==> config.mk <==
export PLATFORM = sky130hd
export DESIGN_NAME = scr_gold_gen
export DESIGN_NICKNAME = d
export VERILOG_FILES = /design/src/rtl/scr_pkg.sv /design/src/rtl/scr_lfsr.sv /design/src/rtl/scr_chip_ctr.sv /design/src/rtl/scr_iq_map.sv /design/src/rtl/scr_gold_gen.sv
export SDC_FILE = /design/constraint.sdc
export NUM_CORES = 1
export LEC_CHECK = 0
export BUFFER_PORTS_ARGS = -buffer_cell sky130_fd_sc_hd__buf_2
export CAP_MARGIN = 15
export CORE_MARGIN = 4
export CORE_UTILIZATION = 40
export CTS_CLUSTER_DIAMETER = 80
export CTS_CLUSTER_SIZE = 20
export DETAILED_ROUTE_END_ITERATION = 6
export GPL_TIMING_DRIVEN = 0
export PLACE_DENSITY = 0.62
export SKIP_CTS_REPAIR_TIMING = 1
export SKIP_LAST_GASP = 1
export SYNTH_ARGS = -nofsm -noshare
export SYNTH_HDL_FRONTEND = slang
export SYNTH_SLANG_ARGS = --single-unit
==> constraint.sdc <==
create_clock -name clk_i -period 2.8 [get_ports clk_i]
set_input_delay 0.42 -clock clk_i [delete_from_list [all_inputs] [get_ports clk_i]]
set_output_delay 0.42 -clock clk_i [all_outputs]
set_load 0.1 [all_outputs]
==> src/rtl/scr_pkg.sv <==
package scr_pkg;
  localparam int REG_W = 25;
  typedef logic [REG_W-1:0] scr_state_t;

  // Feedback masks (new top bit = parity of masked state)
  localparam scr_state_t X_FB_MASK = 25'h000_0009; // bits 3,0
  localparam scr_state_t Y_FB_MASK = 25'h000_000F; // bits 3,2,1,0

  // Second-stream tap masks
  localparam scr_state_t X_C2_MASK = 25'h004_0090; // bits 18,7,4
  localparam scr_state_t Y_C2_MASK = 25'h002_0050; // bits 17,6,4

  localparam scr_state_t Y_SEED = {REG_W{1'b1}};

  function automatic logic parity_of(input scr_state_t v, input scr_state_t m);
    return ^(v & m);
  endfunction
endpackage

==> src/rtl/scr_lfsr.sv <==
module scr_lfsr
  import scr_pkg::*;
#(
  parameter scr_state_t FB_MASK   = X_FB_MASK,
  parameter scr_state_t RESET_VAL = '0
) (
  input  logic       clk_i,
  input  logic       rst_i,
  input  logic       load_i,
  input  scr_state_t load_val_i,
  input  logic       step_i,
  output scr_state_t state_o
);
  scr_state_t state_q;

  always_ff @(posedge clk_i) begin
    if (rst_i)       state_q <= RESET_VAL;
    else if (load_i) state_q <= load_val_i;
    else if (step_i) state_q <= {parity_of(state_q, FB_MASK), state_q[REG_W-1:1]};
  end

  assign state_o = state_q;
endmodule

==> src/rtl/scr_chip_ctr.sv <==
module scr_chip_ctr #(
  parameter int FRAME_LEN = 38400,
  localparam int CW = $clog2(FRAME_LEN)
) (
  input  logic          clk_i,
  input  logic          rst_i,
  input  logic          clear_i,
  input  logic          step_i,
  output logic [CW-1:0] idx_o,
  output logic          last_o,
  output logic          odd_o
);
  localparam logic [CW-1:0] LAST_IDX = CW'(FRAME_LEN - 1);
  logic [CW-1:0] idx_q;

  always_ff @(posedge clk_i) begin
    if (rst_i || clear_i) idx_q <= '0;
    else if (step_i)      idx_q <= (idx_q == LAST_IDX) ? '0 : idx_q + 1'b1;
  end

  assign idx_o  = idx_q;
  assign last_o = (idx_q == LAST_IDX);
  assign odd_o  = idx_q[0];
endmodule

==> src/rtl/scr_iq_map.sv <==
module scr_iq_map
  import scr_pkg::*;
(
  input  logic       clk_i,
  input  logic       rst_i,
  input  logic       clear_i,
  input  logic       step_i,
  input  logic       odd_i,
  input  scr_state_t x_i,
  input  scr_state_t y_i,
  output logic       chip_i_o,
  output logic       chip_q_o
);
  logic c1, c2, c2_hold_q;

  assign c1 = x_i[0] ^ y_i[0];
  assign c2 = parity_of(x_i, X_C2_MASK) ^ parity_of(y_i, Y_C2_MASK);

  // c2 captured on even chips, reused on the odd chip that follows
  always_ff @(posedge clk_i) begin
    if (rst_i || clear_i)     c2_hold_q <= 1'b0;
    else if (step_i && !odd_i) c2_hold_q <= c2;
  end

  assign chip_i_o = c1;
  assign chip_q_o = odd_i ? (c1 ^ c2_hold_q ^ 1'b1) : (c1 ^ c2);
endmodule

==> src/rtl/scr_gold_gen.sv <==
module scr_gold_gen
  import scr_pkg::*;
#(
  parameter int GROUPS          = 2400,
  parameter int CHIPS_PER_GROUP = 16,
  parameter bit AUTO_RELOAD     = 1'b0
) (
  input  logic             clk_i,
  input  logic             rst_i,
  input  logic             load_i,
  input  logic [REG_W-1:0] seed_i,
  input  logic             en_i,
  input  logic             chip_ready_i,
  output logic             chip_valid_o,
  output logic             chip_i_o,
  output logic             chip_q_o,
  output logic             frame_last_o
);
  localparam int FRAME_LEN = GROUPS * CHIPS_PER_GROUP;
  localparam int CW        = $clog2(FRAME_LEN);

  scr_state_t    seed_q, x_state, y_state, x_load_val;
  logic          running_q, accept, wrap, restart;
  logic          last, odd;
  logic [CW-1:0] idx;

  assign chip_valid_o = running_q & en_i;
  assign accept       = chip_valid_o & chip_ready_i & ~load_i;
  assign wrap         = accept & last;
  assign restart      = load_i | (wrap & AUTO_RELOAD);
  assign x_load_val   = load_i ? seed_i : seed_q;

  always_ff @(posedge clk_i) begin
    if (rst_i) begin
      seed_q    <= '0;
      running_q <= 1'b0;
    end else begin
      if (load_i) seed_q <= seed_i;
      if (load_i)                    running_q <= 1'b1;
      else if (wrap && !AUTO_RELOAD) running_q <= 1'b0;
    end
  end

  scr_lfsr #(.FB_MASK(X_FB_MASK), .RESET_VAL('0)) u_x (
    .clk_i(clk_i), .rst_i(rst_i), .load_i(restart), .load_val_i(x_load_val),
    .step_i(accept), .state_o(x_state));

  scr_lfsr #(.FB_MASK(Y_FB_MASK), .RESET_VAL(Y_SEED)) u_y (
    .clk_i(clk_i), .rst_i(rst_i), .load_i(restart), .load_val_i(Y_SEED),
    .step_i(accept), .state_o(y_state));

  scr_chip_ctr #(.FRAME_LEN(FRAME_LEN)) u_ctr (
    .clk_i(clk_i), .rst_i(rst_i), .clear_i(load_i), .step_i(accept),
    .idx_o(idx), .last_o(last), .odd_o(odd));

  scr_iq_map u_map (
    .clk_i(clk_i), .rst_i(rst_i), .clear_i(restart), .step_i(accept),
    .odd_i(odd), .x_i(x_state), .y_i(y_state),
    .chip_i_o(chip_i_o), .chip_q_o(chip_q_o));

  assign frame_last_o = chip_valid_o & last;

  logic unused_idx;
  assign unused_idx = ^idx;
endmodule

==> qor.csv <==
stage,metric,value,unit
outcome,status,"complete, no violations",
critical_path,critical path capture point type,output pin,
cells_and_area,fillers,749,
floorplan,die height,94.1,microns
floorplan,Initial Util,0.411,
critical_path,required time of the critical path,2.38,ns
logic_synthesis,Synth area leaders,"dfxtp_1 46%, nand2_1 16%, a21o_1 6.1%",
critical_path,type of origin of the critical path,flip-flop,
clock_tree,Worst-Skew Late Latency,0.35,ns
sta,slew margin rel.,0.549,
critical_path,worst-path cell chain,or4b_1 > or4_4 > nor4_4 > buf_6,
route,Final Routed Wirelength,6290,microns
grt,initial antenna violation count,0,
placement,Placed Cells,516,
route,Vias,2618,
clock_tree,Clock Sinks,68,
logic_synthesis,"top cells by count, synth","128 x nand2_1, 68 x dfxtp_1, 29 x a21oi_1, 29 x nand3_1, 24 x a21o_1",
logic_synthesis,cell taking the most area after synthesis,dfxtp_1,
floorplan,FP Rows,31,
logic_synthesis,"Cell Area, Synth",0.00297,sq mm
logic_synthesis,Synth Flop Type,dfxtp_1,
logic_synthesis,Synth Area per Inst,7.73,sq um
grt,largest net degree at the start of global routing,11,
floorplan,die area,0.00886,sq mm
clock_tree,htree depth,3,
pwr,LEAKAGE,1.37,nW
placement,dpl hpwl,4370,microns
route,Pre-antenna DRT Iters,4,
cells_and_area,Layout area overhead,16.9,%
critical_path,Setup CP Type,reg -> out,
route,DRC viols,0,
grt,vias in the first global route,2322,
cells_and_area,register area,0.00136,sq mm
run,Max-cap violations,0,
route,Routed Antenna Nets,0,
clock_tree,cts bufs inserted,9,
sta,setup TNS,0,ns
sta,"Slew Viols, Final",0,
clock_tree,CTS clock-pin slew for the worst setup and hold paths,0.08,ns
sta,fmax,0.367,GHz
logic_synthesis,Cells after Synth,384,
grt,first-pass GRT wire length,10700,microns
logic_synthesis,syn nets,415,
sta,Clock Skews,0.0121,ns
sta,Final period util,0.973,
floorplan,Top Ports,34,
critical_path,slowest cell on the critical path,or4_4,
sta,minimum clock period,2.73,ns
grt,Tot GR Track Use,0.153,
cells_and_area,final core utilization,0.481,
route,number of vias per cell,4.94,
sta,Min Hold Slack,0.309,ns
critical_path,crit path DAT,2.31,ns
cells_and_area,# diodes,0,
logic_synthesis,Yosys cell types,34,
placement,Port Buffers,33,
worst_hold_path,Hold Crit Class,in -> reg,
pwr,overall power,1.96,mW
pwr,Pwr Density,566,mW/mm^2
cells_and_area,final non-filler cell total,530,
floorplan,core area,0.00721,sq mm
clock_tree,clock tree from TritonCTS,done,
logic_synthesis,Post-synth ARST share,0,
cells_and_area,Layout Nets,459,
cells_and_area,share of layout cells above drive strength 1,0.130,
logic_synthesis,top-count cell post-synth,nand2_1,
logic_synthesis,Post-synth EDFFs,0,
route,initial DRC count,107,
clock_tree,root buffer cell,clkbuf_8,
pwr,VDD IR max,0.000318,V
cells_and_area,Multi-input gate area,0.00152,sq mm
logic_synthesis,Seq cells post-synth,68,
grt,total congestion overflow,0,
sta,slew at the pin closest to its max-slew limit,0.674,ns
sta,Final Hold Violating Endpoints,0,
sta,Final Setup Violations,0,
critical_path,CP max stage delay,0.55,ns
placement,Final GP Congestion,0.797,
critical_path,"Max FO, Critical Path",6,
logic_synthesis,post-synthesis sequential area ratio,0.459,
logic_synthesis,yosys warns,0,
floorplan,Die Width,94.1,microns
logic_synthesis,post-synth top area share,0.459,
route,mean routed wirelength per cell,11.9,microns
clock_tree,CTS Buffer Depth,2,
[cell type report]
class | count | share of cell area
plain buffers | 25 | 0.0296
inverters | 5 | 0.00541
well taps | 99 | 0.0357
multi-input cells | 286 | 0.437
clock buffers | 12 | 0.0476
clock inverters | 2 | 0.00289
flip-flops and latches | 68 | 0.392
repair buffers | 33 | 0.0494
[cells by family (layout without fill, tap and decap cells)]
family / after synthesis / in the layout / synth area share
AO/OA/AOI/OAI: 63 / 63 / 0.137
XOR/XNOR: 21 / 21 / 0.0666
adder cells (fa/ha/maj): 1 / 1 / 0.00422
buffers and inverters: 30 / 77 / 0.0409
flip-flops: 68 / 68 / 0.459
AND/OR/NAND/NOR: 201 / 201 / 0.293
[final timing paths]
path                                start                      endpoint  slack [ns]  cells past startpoint
max          u_ctr.idx_o[12]$_SDFFE_PP0N_                  frame_last_o        0.07                      4
min                            seed_i[11]  u_x.state_o[11]$_SDFFE_PP0P_        0.31                      3
max reg2reg   u_ctr.idx_o[0]$_SDFFE_PP0N_  u_ctr.idx_o[14]$_SDFFE_PP0N_        0.70                      6
min reg2reg   u_y.state_o[9]$_SDFFE_PP1N_   u_y.state_o[8]$_SDFFE_PP1N_        0.46                      2
[power by group]
| group | internal (mW) | leakage (nW) | switching, mW |
|---|---|---|---|
| logic | 0.0750 | 0.721 | 0.137 |
| registers | 0.996 | 0.555 | 0.0181 |
| clock network | 0.381 | 0.0941 | 0.355 |
| total | 1.45 | 1.37 | 0.511 |
[state kept, by name (all words and copies together) (netlist names)]
signal,flops
u_map.c2_hold_q,1
u_x.state_o,25
u_ctr.idx_o,16
u_y.state_o,25
running_q,1
[critical path: cells and delay by family, from the launching register on]
family        cells  cell delay, ns
buf+inv           1            0.26
simple gates      3            1.28
flops             1            0.42
[stage by stage]
stage               worst slack [ns]  instance area (sq um)
floorplan                    -0.0797                   3000
global placement               0.273                   3290
detailed placement             0.254                   3290
CTS                           -0.122                   3460
global route               -0.000997                   3470
finish                        0.0745                   3470
[metal layers]
metal  routed length, microns  up-vias  GRT usage
met1                     3050     1207      0.200
met4                      126        0     0.0674
met2                     2890       37      0.227
li1                         -     1363          -
met3                      226       11     0.0497
met5                        0        -          0
[cell usage in the layout (no fill, tap or decap), types with 4 or more instances in the layout]
master / count
clkbuf_8: 12
buf_2: 33
nor2_1: 17
nor3_1: 6
a21oi_1: 29
nand3_1: 29
clkbuf_1: 19
inv_1: 5
nor4_1: 4
buf_1: 4
nand2_1: 128
a21o_1: 24
xnor2_1: 17
dfxtp_1: 68
No activity file was read; power rests on OpenSTA's default activity.
